[src/rtl/rxto_pkg.sv]
`timescale 1ns/1ps
package rxto_pkg;

  // Total frame length: start + data + parity + stop(s).
  function automatic int unsigned frame_bits(input logic [1:0] wlen,
                                             input logic parity_en,
                                             input logic two_stop);
    int unsigned data_bits;
    int unsigned stop_bits;
    data_bits = 32'd5 + 32'(wlen);
    stop_bits = two_stop ? 32'd2 : 32'd1;
    return 32'd1 + data_bits + 32'(parity_en) + stop_bits;
  endfunction

  // Idle window in baud ticks.
  function automatic int unsigned window_ticks(input int unsigned bits,
                                               input int unsigned ticks_per_bit,
                                               input int unsigned idle_chars);
    return bits * ticks_per_bit * idle_chars;
  endfunction

endpackage

[src/rtl/rxto_char_len.sv]
`timescale 1ns/1ps
module rxto_char_len #(
  parameter int TICKS_PER_BIT = 16,
  parameter int IDLE_CHARS    = 4,
  parameter int TMR_W         = 10
) (
  input  logic [1:0]       wlen,
  input  logic             parity_en,
  input  logic             two_stop,
  output logic [TMR_W-1:0] limit
);
  int unsigned bits;

  always_comb begin
    bits  = rxto_pkg::frame_bits(wlen, parity_en, two_stop);
    limit = TMR_W'(rxto_pkg::window_ticks(bits, TICKS_PER_BIT, IDLE_CHARS));
  end
endmodule

[src/rtl/rxto_idle_timer.sv]
`timescale 1ns/1ps
module rxto_idle_timer #(
  parameter int TMR_W = 10
) (
  input  logic             clk,
  input  logic             rst,
  input  logic             tick,
  input  logic             restart,
  input  logic [TMR_W-1:0] limit,
  output logic [TMR_W-1:0] count,
  output logic             expired
);
  logic [TMR_W-1:0] count_q;

  always_ff @(posedge clk) begin
    if (rst || restart) begin
      count_q <= '0;
    end else if (tick && (count_q < limit)) begin
      count_q <= count_q + TMR_W'(1);
    end
  end

  assign count   = count_q;
  assign expired = (count_q >= limit);
endmodule

[src/rtl/rxto_ready_flag.sv]
`timescale 1ns/1ps
module rxto_ready_flag (
  input  logic clk,
  input  logic rst,
  input  logic push,
  input  logic empty,
  output logic ready
);
  logic ready_q;

  always_ff @(posedge clk) begin
    if (rst) begin
      ready_q <= 1'b0;
    end else if (push) begin
      ready_q <= 1'b1;
    end else if (empty) begin
      ready_q <= 1'b0;
    end
  end

  assign ready = ready_q;
endmodule

[src/rtl/rx_idle_timeout.sv]
`timescale 1ns/1ps
module rx_idle_timeout #(
  parameter int FIFO_DEPTH    = 16,
  parameter int TICKS_PER_BIT = 16,
  parameter int IDLE_CHARS    = 4,
  localparam int CNT_W        = $clog2(FIFO_DEPTH + 1)
) (
  input  logic             clk,
  input  logic             rst,
  input  logic             baud_tick,
  input  logic             push_evt,
  input  logic             read_evt,
  input  logic [CNT_W-1:0] fifo_count,
  input  logic [1:0]       wlen,
  input  logic             parity_en,
  input  logic             two_stop,
  input  logic             fifo_en,
  input  logic             rx_ie,
  output logic             timeout_irq,
  output logic             data_ready
);
  localparam int MAX_BITS  = 12;
  localparam int LIMIT_MAX = MAX_BITS * TICKS_PER_BIT * IDLE_CHARS;
  localparam int TMR_W     = $clog2(LIMIT_MAX + 1);

  // Named internal events, also seen by the bound checker.
  logic             fifo_empty;
  logic             tmr_restart;
  logic             tmr_expired;
  logic [TMR_W-1:0] tmr_limit;
  logic [TMR_W-1:0] tmr_count;
  logic             irq_arm;
  logic             irq_drop;
  logic             irq_q;

  assign fifo_empty  = (fifo_count == '0);
  assign tmr_restart = push_evt | read_evt | fifo_empty;

  rxto_char_len #(
    .TICKS_PER_BIT (TICKS_PER_BIT),
    .IDLE_CHARS    (IDLE_CHARS),
    .TMR_W         (TMR_W)
  ) u_len (
    .wlen      (wlen),
    .parity_en (parity_en),
    .two_stop  (two_stop),
    .limit     (tmr_limit)
  );

  rxto_idle_timer #(
    .TMR_W (TMR_W)
  ) u_tmr (
    .clk     (clk),
    .rst     (rst),
    .tick    (baud_tick),
    .restart (tmr_restart),
    .limit   (tmr_limit),
    .count   (tmr_count),
    .expired (tmr_expired)
  );

  rxto_ready_flag u_rdy (
    .clk   (clk),
    .rst   (rst),
    .push  (push_evt),
    .empty (fifo_empty),
    .ready (data_ready)
  );

  assign irq_drop = rst | ~fifo_en | ~rx_ie | read_evt;
  assign irq_arm  = tmr_expired & ~fifo_empty & fifo_en & rx_ie;

  always_ff @(posedge clk) begin
    if (irq_drop) begin
      irq_q <= 1'b0;
    end else if (irq_arm) begin
      irq_q <= 1'b1;
    end
  end

  assign timeout_irq = irq_q;
endmodule

[config.mk]
export PLATFORM = sky130hd
export DESIGN_NAME = rx_idle_timeout
export DESIGN_NICKNAME = d
export VERILOG_FILES = /design/src/rtl/rxto_pkg.sv /design/src/rtl/rxto_char_len.sv /design/src/rtl/rxto_idle_timer.sv /design/src/rtl/rxto_ready_flag.sv /design/src/rtl/rx_idle_timeout.sv
export SDC_FILE = /design/constraint.sdc
export NUM_CORES = 1
export LEC_CHECK = 0
export BUFFER_PORTS_ARGS = -buffer_cell sky130_fd_sc_hd__buf_2
export CAP_MARGIN = 10
export CORE_MARGIN = 2
export CORE_UTILIZATION = 35
export CTS_CLUSTER_DIAMETER = 120
export DETAILED_ROUTE_END_ITERATION = 6
export SETUP_SLACK_MARGIN = 0.05
export SLEW_MARGIN = 25
export SYNTH_ARGS = -nofsm -noshare
export SYNTH_HDL_FRONTEND = slang
export SYNTH_SLANG_ARGS = --single-unit
[constraint.sdc]
create_clock -name clk -period 2.4 [get_ports clk]
set_input_delay 0.12 -clock clk [delete_from_list [all_inputs] [get_ports clk]]
set_output_delay 0.12 -clock clk [all_outputs]
set_load 0.005 [all_outputs]
==> results of run 1 <==
[layer usage]
| metal | routed length (um) | vias up | track usage |
|---|---|---|---|
| met5 | 0 | - | 0 |
| met4 | 30 | 0 | 0.06410 |
| met3 | 107 | 4 | 0.04286 |
| met2 | 817 | 26 | 0.2667 |
| met1 | 826 | 363 | 0.1944 |
| li1 | - | 412 | - |
[critical path: stages]
cell and delay, ps:
buf_2 80, inv_1 50, fa_1 410, inv_1 60, ha_1 130, inv_1 40
ha_1 270, ha_2 190, a2111o_1 430, or4b_1 500, a21oi_1 140
[layout by cell type (no fill, tap or decap), types with 4 or more instances in the layout]
| master | n |
|---|---|
| buf_2 | 17 |
| a21oi_1 | 11 |
| o31ai_1 | 6 |
| ha_1 | 7 |
| inv_1 | 14 |
| nand4_1 | 4 |
| or4_1 | 4 |
| dfxtp_1 | 12 |
| buf_4 | 6 |
| nand2_1 | 8 |
[per-stage QoR]
step           instances  setup TNS (ps)  total power, mW  worst slack (ps)  cell area [sq um]
3_5_place_dp         147          -721.8           0.2732            -112.4               1002
2_1_floorplan         98               0           0.2447             40.34              844.6
3_3_place_gp         147          -267.2           0.2698            -59.78               1002
4_1_cts              151               0           0.4376             170.2               1039
5_1_grt              151               0           0.4632             53.87               1045
6_report             151               0           0.4328             193.1               1045
[state kept, by name (all words and copies together) (netlist names)]
register	cells
timeout_irq	1
u_rdy.ready	1
u_tmr.count	10
[layout make-up]
| cell class | count | area (sq um) |
|---|---|---|
| tap | 28 | 35.03 |
| inverter | 14 | 52.55 |
| timing repair buffer | 23 | 130.1 |
| fill | 244 | 1167 |
| sequential | 12 | 240.2 |
| clock buffer | 4 | 36.28 |
| multi-input combinational | 70 | 550.5 |
[power groups by stage]
stage	logic, mW	clock network, mW	registers, mW
detailed placement	0.0665	0	0.207
floorplan	0.0380	0	0.207
finish	0.0665	0.164	0.202
global placement	0.0632	0	0.207
CTS	0.0668	0.169	0.202
global route	0.0796	0.181	0.202
[how the worst max path moves through the flow]
| stage | end | depth (start not counted) | from |
|---|---|---|---|
| floorplan | u_tmr.count[6]$_SDFFE_PP0P_ | 11 | wlen[0] |
| global placement | u_tmr.count[7]$_SDFFE_PP0P_ | 11 | wlen[0] |
| detailed placement | u_tmr.count[7]$_SDFFE_PP0P_ | 11 | wlen[0] |
| CTS | u_tmr.count[7]$_SDFFE_PP0P_ | 11 | wlen[0] |
| global route | u_tmr.count[6]$_SDFFE_PP0P_ | 12 | wlen[0] |
| finish | u_tmr.count[7]$_SDFFE_PP0P_ | 11 | wlen[0] |
[kinds of logic after synthesis]
logic type	Yosys count
AO/OA/AOI/OAI	25
adder cells (fa/ha/maj)	10
buffers and inverters	16
flip-flops	12
multiplexers	2
AND/OR/NAND/NOR	33
[timing repair]
action / 4_1_cts / 5_1_grt
gates resized for setup: 0 / 1
hold endpoints to repair: 0 / 0
endpoints found under the setup margin: 0 / 2
==> impl_metrics.tcl, run 1 <==
set metrics [dict create \
    initial_core_util 0.3722 \
    synth_edf_count 0 \
    cp_max_fo 3 \
    pin_count 18 \
    die_h_um 52.50 \
    port_buffers 17 \
    dp_hpwl_um 1455 \
    slew_headroom 0.7791 \
    fin_crit_sh 0.9195 \
    core_sq_um 2212 \
    grt_pass1_wl_um 3215 \
    crit_type "primary input to flip-flop" \
    yosys_warnings 0 \
    whs_ps 14.06 \
    min_path_cells 2 \
    netlist_instances 98 \
    yosysMostFrequentCell "inv_1" \
    drv_cap 0 \
    fin_worst_skew_ps 1.957 \
    cp-end-kind "flip-flop" \
    fin_crit_ps 2207 \
    max_freq_mhz 453.1 \
    yosys.area.top_type "dfxtp_1" \
    synth_flop_cell "dfxtp_1" \
    irDropWorstVdd_v 0.0002526 \
    pwr-share-clk 0.380 \
    rr_worst_depth 5 \
    drtIter0Drc 11 \
    drt-wirelength-per-cell_um 11.79 \
    clk_pin_slew_ps 80 \
    antenna_left 0 \
    p_per_area_nw_per_um2 414.3 \
    syn_avg_cell_area_sq_um 8.401 \
    holdCritStartpoint "rst" \
    n_antenna_cell 0 \
    viasPerCell 5.331 \
    reg2reg_to "u_tmr.count[2]$_SDFFE_PP0P_" \
    worstPathRequired_ps 2610 \
    hold_buffers 0 \
    clkSinkCount 12 \
    antenna_found_initial 0 \
    synth_top_area_frac 0.2918 \
    netlist_area_sq_um 823.3 \
    grt_pass1_vias 749 \
    yosys.area_share.simple 0.2432 \
    yosysSeqAreaShare 0.2918 \
    htreeDepth 1 \
    syn_to_final_growth_pct 26.90 \
    async_flop_share 0 \
    firstDrtPassIters 4 \
    rr_startpoint "u_tmr.count[7]$_SDFFE_PP0P_" \
    track_usage 0.1605 \
    fin_nets 150 \
    grt.overflow.total 0 \
    synthMuxAreaShare 0.02432 \
    synth.area.top_cells "dfxtp_1 (29%), ha_1 (14%), a21oi_1 (6.7%)" \
    r2r_setup_slack_ps 610 \
    synth_top_family_by_area "simple AND/OR/NAND/NOR gates" \
    cts_buffers 3 \
    status "finished clean" \
    tightest_slew_ps 328.4 \
    clockBufferDepth 2 \
    setup_viol 0 \
    switching_power_mw 0.1067 \
    final_util 0.4723 \
    cts_setup_buffers 0 \
    clock_latency_ps 280 \
    p_leak_nw 0.4525 \
    place.gp.congestion 0.7811 \
    p_sw_frac 0.2466 \
    die_w_um 52.50 \
    die_area_sq_um 2756 \
    pwr-share-seq 0.467 \
    drive_above_1_share 0.2602 \
    final_hold_viol_count 0 \
    cp-start-kind "primary input" \
    pwr-share-comb 0.154 \
    synthAdderAreaFrac 0.1611 \
    arrival_ps 2420 \
    ys_ff_latch 12 \
    power.internal_mw 0.3261 \
    grt_max_degree 14 \
    hold_end "u_rdy.ready$_SDFFE_PP0P_" \
    vias 805 \
    synth_xor_xnor_area_share 0 \
    cts_root_buf "clkbuf_4" \
    routed_wl_um 1781 \
    hp-class "primary input to flip-flop" \
    cts_tree "yes" \
    drcViolationCount 0 \
    synth_cell_types 32 \
    synth_common_cells "inv_1 (14), dfxtp_1 (12), a21oi_1 (11), ha_1 (9), nand2_1 (8)" \
    finalMaxSlewViolations 0 \
    synth_compound_area_frac 0.2067 \
    rsz0062_at_grt "no" \
    synth_fp_nets 124 \
    rows 17 \
]
No activity file was read; power rests on OpenSTA's default activity.
==> inputs of run 2 (changes only) <==
==> constraint.sdc (replaced) <==
create_clock -name clk -period 2.4 [get_ports clk]
set_input_delay 0.6 -clock clk [delete_from_list [all_inputs] [get_ports clk]]
set_output_delay 0.6 -clock clk [all_outputs]
set_load 0.005 [all_outputs]
==> impl_metrics.tcl, run 2 (same netlist as run 1, synthesis figures left out) <==
set metrics [dict create \
    final_common_cell "buf_2" \
    drv_cap 0 \
    dpl_cell_area_sq_um 1102 \
    cp_max_fo 5 \
    status "finished, violations left" \
    fillCellCount 221 \
    p_per_area_nw_per_um2 350.4 \
    die_h_um 52.50 \
    clk_pin_slew_ps 70 \
    n_antenna_cell 0 \
    vias 842 \
    clockBufferDepth 2 \
    viasPerCell 5.432 \
    irDropWorstVdd_v 0.0002054 \
    fin_crit_ps 2618 \
    p_total_mw 0.4310 \
    clock_latency_ps 270 \
    tns_ps -837.5 \
    drcViolationCount 0 \
    crit_buf_inv 4 \
    finalMaxSlewViolations 0 \
    drt-wirelength-per-cell_um 13.25 \
    dp_hpwl_um 1553 \
    routed_wl_um 2054 \
    place.gp.congestion 0.7693 \
    critical_path.top_delay_family "adder cells" \
    cts_tree "yes" \
    final_util 0.5560 \
    setup_ws_ps -217.8 \
    rows 17 \
    firstDrtPassIters 4 \
    pin_count 18 \
    initial_core_util 0.3722 \
    die_area_sq_um 2756 \
    die_w_um 52.50 \
    violations "negative setup slack" \
    arrival_ps 2820 \
    cp-start-kind "primary input" \
    grt_max_degree 9 \
    fin_worst_skew_ps 0.4993 \
    worstPathRequired_ps 2600 \
    syn_to_final_growth_pct 49.39 \
    grt_pass1_wl_um 3567 \
    place_ws_ps -509.5 \
    slew_headroom 0.7593 \
    fin_area_sq_um 1230 \
    track_usage 0.1735 \
    clkSinkCount 12 \
    max_freq_mhz 382.0 \
    grt_pass1_vias 808 \
    rsz0062_at_grt "yes" \
    core_sq_um 2212 \
    htreeDepth 1 \
    path_cells "buf_8 > inv_8 > fa_2 > inv_2 > ha_4 > inv_2 > ha_4 > ha_4 > a21o_1 > or3_4 > or4_4 > a21oi_1" \
    largest_reg_flops 10 \
    fin_crit_sh 1.091 \
    tightest_slew_ps 361.1 \
    worst_path_most_repeated_cell "ha_4" \
    setup_viol 9 \
    hold_buffers 0 \
    crit_type "primary input to flip-flop" \
    critPathMaxStageDelay_ps 480 \
    hp-class "flip-flop to flip-flop" \
    layout_common_cells "buf_2 (16), dfxtp_1 (12), a21oi_1 (10)" \
    whs_ps 499.8 \
    cts_buffers 3 \
    drive_above_1_share 0.4331 \
    final_hold_viol_count 0 \
    p_leak_nw 0.4836 \
    antenna_left 0 \
    instances_no_fill 155 \
    antenna_found_initial 0 \
    grt.overflow.total 0 \
    critPathSlowestCell "or4_4" \
    port_buffers 17 \
    cp-end-kind "flip-flop" \
    fin_nets 155 \
    place_inst 150 \
    cts_root_buf "clkbuf_4" \
    drtIter0Drc 10 \
]
==> run 2: changes by cell type in the layout (fill, tap and decap cells not counted), sizes merged <==
cell / delta
clkbuf: -1
o21ba: +1
buf: +4
==> run 2: repair_timing <==
| action | CTS | global route |
|---|---|---|
| gates cloned | 1 | 0 |
| pin swaps | 9 | 8 |
| endpoints found under the setup margin | 11 | 11 |
| setup buffers | 1 | 1 |
| gates resized for setup | 10 | 10 |
==> run 2: worst min-delay path: stages, from the launching register on <==
cell and delay [ps]:
dfxtp_1 330, a21oi_1 60, nor2_1 80
==> run 2: final timing paths <==
kind / from / end / slack, ps / cells past startpoint
worst min register to register: u_rdy.ready$_SDFFE_PP0P_ / u_rdy.ready$_SDFFE_PP0P_ / 500 / 2
worst max-delay path: wlen[0] / u_tmr.count[8]$_SDFFE_PP0P_ / -220 / 12
worst max register to register: u_tmr.count[9]$_SDFFE_PP0P_ / u_tmr.count[8]$_SDFFE_PP0P_ / 550 / 5
worst min-delay path: u_rdy.ready$_SDFFE_PP0P_ / u_rdy.ready$_SDFFE_PP0P_ / 500 / 2
==> run 2: per-layer routing <==
metal | vias to the layer above | share of wire | GRT usage
met4 | 0 | 0.016 | 0.05128
met1 | 391 | 0.42 | 0.2119
li1 | 421 | - | -
met5 | - | 0 | 0
met3 | 4 | 0.053 | 0.02571
met2 | 26 | 0.51 | 0.3104
==> run 2: area by class of cell <==
cell class / instances / area, sq um / area share
well taps: 28 / 35.03 / 0.02848
multi-input cells: 71 / 686.9 / 0.5585
flip-flops and latches: 12 / 240.2 / 0.1953
clock buffers: 3 / 22.52 / 0.01831
repair buffers: 27 / 185.2 / 0.1506
inverters: 14 / 60.06 / 0.04883
==> run 2: power by group <==
part,switching (mW),internal [mW]
Combinational,0.0512,0.0557
Clock,0.0640,0.0580
Sequential,0.00124,0.201
==> inputs of run 3 (changes only) <==
--- a/config.mk
+++ b/config.mk
@@ -5,6 +5,7 @@
 export SDC_FILE = /design/constraint.sdc
 export NUM_CORES = 1
 export LEC_CHECK = 0
+export ABC_AREA = 1
 export BUFFER_PORTS_ARGS = -buffer_cell sky130_fd_sc_hd__buf_2
 export CAP_MARGIN = 10
 export CORE_MARGIN = 2
@@ -12,7 +13,7 @@
 export CTS_CLUSTER_DIAMETER = 120
 export DETAILED_ROUTE_END_ITERATION = 6
 export SETUP_SLACK_MARGIN = 0.05
-export SLEW_MARGIN = 25
+export SLEW_MARGIN = 0
 export SYNTH_ARGS = -nofsm -noshare
 export SYNTH_HDL_FRONTEND = slang
 export SYNTH_SLANG_ARGS = --single-unit
==> constraint.sdc (replaced) <==
create_clock -name clk -period 2.4 [get_ports clk]
set_input_delay 0.6 -clock clk [delete_from_list [all_inputs] [get_ports clk]]
set_output_delay 0.6 -clock clk [all_outputs]
set_load 0.05 [all_outputs]
==> impl_metrics.tcl, run 3 <==
set metrics [dict create \
    fin_crit_sh 0.9319 \
    yosys.area.top_type "dfxtp_1" \
    antenna_left 0 \
    yosys_warnings 0 \
    dp_hpwl_um 1499 \
    hold_buffers 0 \
    drtIter0Drc 10 \
    htreeDepth 1 \
    ys_ff_latch 12 \
    cts_tree "yes" \
    cp-start-kind "primary input" \
    dpl_cell_area_sq_um 1056 \
    final_common_cell "nand2_1" \
    clock_latency_ps 270 \
    yosysMostFrequentCell "nand2_1" \
    vias 911 \
    setup_viol 0 \
    hp-class "flip-flop to flip-flop" \
    synth.area.top_cells "dfxtp_1 (27%), nand2_1 (18%), ha_1 (13%)" \
    crit_type "primary input to flip-flop" \
    arrival_ps 2450 \
    synth_fp_nets 163 \
    pin_count 18 \
    grt_pass1_vias 874 \
    syn_avg_cell_area_sq_um 6.439 \
    cts_root_buf "clkbuf_4" \
    critPathMaxStageDelay_ps 370 \
    die_h_um 54.20 \
    rr_startpoint "u_tmr.count[7]$_SDFFE_PP0P_" \
    critPathSlowestCell "fa_2" \
    rr_worst_depth 8 \
    fillCellCount 228 \
    final_hold_viol_count 0 \
    fin_worst_skew_ps 4.170 \
    yosysSeqAreaShare 0.2723 \
    drive_above_1_share 0.3374 \
    tightest_slew_ps 370.7 \
    netlist_instances 137 \
    p_per_area_nw_per_um2 355.6 \
    synth_top_area_frac 0.2723 \
    slew_headroom 0.7522 \
    rows 18 \
    track_usage 0.1713 \
    grt_pass1_wl_um 3594 \
    path_cells "buf_6 > fa_2 > inv_2 > ha_4 > inv_2 > ha_4 > ha_4 > nand2_2 > inv_2 > nand2_4 > buf_6 > buf_4 > nand3_2 > nand2_1 > a21oi_1" \
    fin_nets 191 \
    cp_max_fo 3 \
    reg2reg_to "u_tmr.count[0]$_SDFFE_PP0P_" \
    async_flop_share 0 \
    clockBufferDepth 2 \
    port_buffers 17 \
    initial_core_util 0.3627 \
    grt_max_degree 10 \
    setup_ws_ps 163.3 \
    syn_to_final_growth_pct 38.44 \
    drcViolationCount 0 \
    largest_reg_flops 10 \
    p_leak_nw 0.5711 \
    r2r_setup_slack_ps 890 \
    place.gp.congestion 0.8026 \
    final_util 0.5021 \
    fin_crit_ps 2237 \
    status "finished clean" \
    drv_cap 0 \
    antenna_found_initial 0 \
    synth_common_cells "nand2_1 (43), inv_1 (30), dfxtp_1 (12), a21oi_1 (10), nor2_1 (10)" \
    synth_edf_count 0 \
    grt.overflow.total 0 \
    rsz0062_at_grt "no" \
    viasPerCell 4.720 \
    core_sq_um 2432 \
    drt-wirelength-per-cell_um 10.77 \
    finalMaxSlewViolations 0 \
    max_freq_mhz 447.1 \
    clkSinkCount 12 \
    firstDrtPassIters 4 \
    n_antenna_cell 0 \
    clk_pin_slew_ps 70 \
    die_w_um 54.20 \
    layout_common_cells "nand2_1 (37), inv_1 (25), buf_2 (15)" \
    hold_end "timeout_irq$_SDFFE_PP0P_" \
    die_area_sq_um 2938 \
    irDropWorstVdd_v 0.0002464 \
    tns_ps 0 \
    fin_area_sq_um 1221 \
    netlist_area_sq_um 882.1 \
    synth_cell_types 16 \
    routed_wl_um 2079 \
    place_ws_ps -401.0 \
    worstPathRequired_ps 2610 \
    min_path_cells 2 \
    holdCritStartpoint "timeout_irq$_SDFFE_PP0P_" \
    synth_flop_cell "dfxtp_1" \
    cp-end-kind "flip-flop" \
    cts_buffers 3 \
]
run 3: cell types whose count changed in the layout (fill, tap and decap cells not counted), moves of 5 or more:
cell / change
nor2_1: +8
inv_1: +17
nand3_1: +5
nand2_1: +30
run 3: timing repair:
| action | CTS | global route |
|---|---|---|
| gates resized for setup | 14 | 14 |
| setup endpoints to repair | 11 | 11 |
| hold endpoints to repair | 0 | 0 |
| buffers inserted | 1 | 0 |
| pin swaps | 13 | 4 |
| cloned | 1 | 0 |
run 3: critical path, delay by kind of cell:
family          cells  cell delay, ps
fa+ha+maj           4             980
buf+inv             6             520
simple gates        4             230
compound gates      1             120
run 3: where the power goes:
part / internal [mW] / switching (mW) / leakage [nW]
logic: 0.0491 / 0.0591 / 0.460
registers: 0.201 / 0.00114 / 0.0970
clock network: 0.0582 / 0.0660 / 0.0138
run 3: cell type report:
type,instances,area [sq um],area share
multi-input combinational,96,661.9,0.5420
sequential,12,240.2,0.1967
timing repair buffer,22,138.9,0.1137
tap,30,37.54,0.03074
inverter,30,120.1,0.09836
clock buffer,3,22.52,0.01844
run 3: kinds of logic after synthesis:
logic type,after synthesis,share of synthesized area
XOR/XNOR,1,0.009931
AO/OA/AOI/OAI,13,0.07376
AND/OR/NAND/NOR,71,0.3660
buffers and inverters,30,0.1277
flip-flops,12,0.2723
adder cells (fa/ha/maj),10,0.1504
run 3: worst max path at each step:
stage                     slack [ps]  cells after the start      from                     endpoint
final                            160                     15  two_stop     timeout_irq$_SDFFE_PP0P_
after global routing              80                     15  two_stop     timeout_irq$_SDFFE_PP0P_
after CTS                         90                     15  two_stop  u_tmr.count[6]$_SDFFE_PP0P_
after detailed placement        -400                     16   wlen[0]  u_tmr.count[6]$_SDFFE_PP0P_
after global placement          -340                     16   wlen[0]  u_tmr.count[6]$_SDFFE_PP0P_
after floorplan                  -70                     15   wlen[0]  u_tmr.count[6]$_SDFFE_PP0P_
run 3: routing by layer:
| metal | wire length, um | vias to the layer above | GRT usage |
|---|---|---|---|
| met5 | 0 | - | 0 |
| met4 | 55 | 0 | 0.05417 |
| met3 | 133 | 7 | 0.05278 |
| met2 | 1014 | 26 | 0.2972 |
| met1 | 875 | 405 | 0.1987 |
| li1 | - | 473 | - |
run 3: through the flow:
step / hold slack, ps / power, mW / std cells
6_report: 446.4 / 0.4342 / 193
2_1_floorplan: 471.7 / 0.2557 / 137
3_5_place_dp: 445.1 / 0.2891 / 188
3_3_place_gp: 432.8 / 0.2864 / 188
5_1_grt: 478.9 / 0.4620 / 193
4_1_cts: 454.8 / 0.4303 / 193
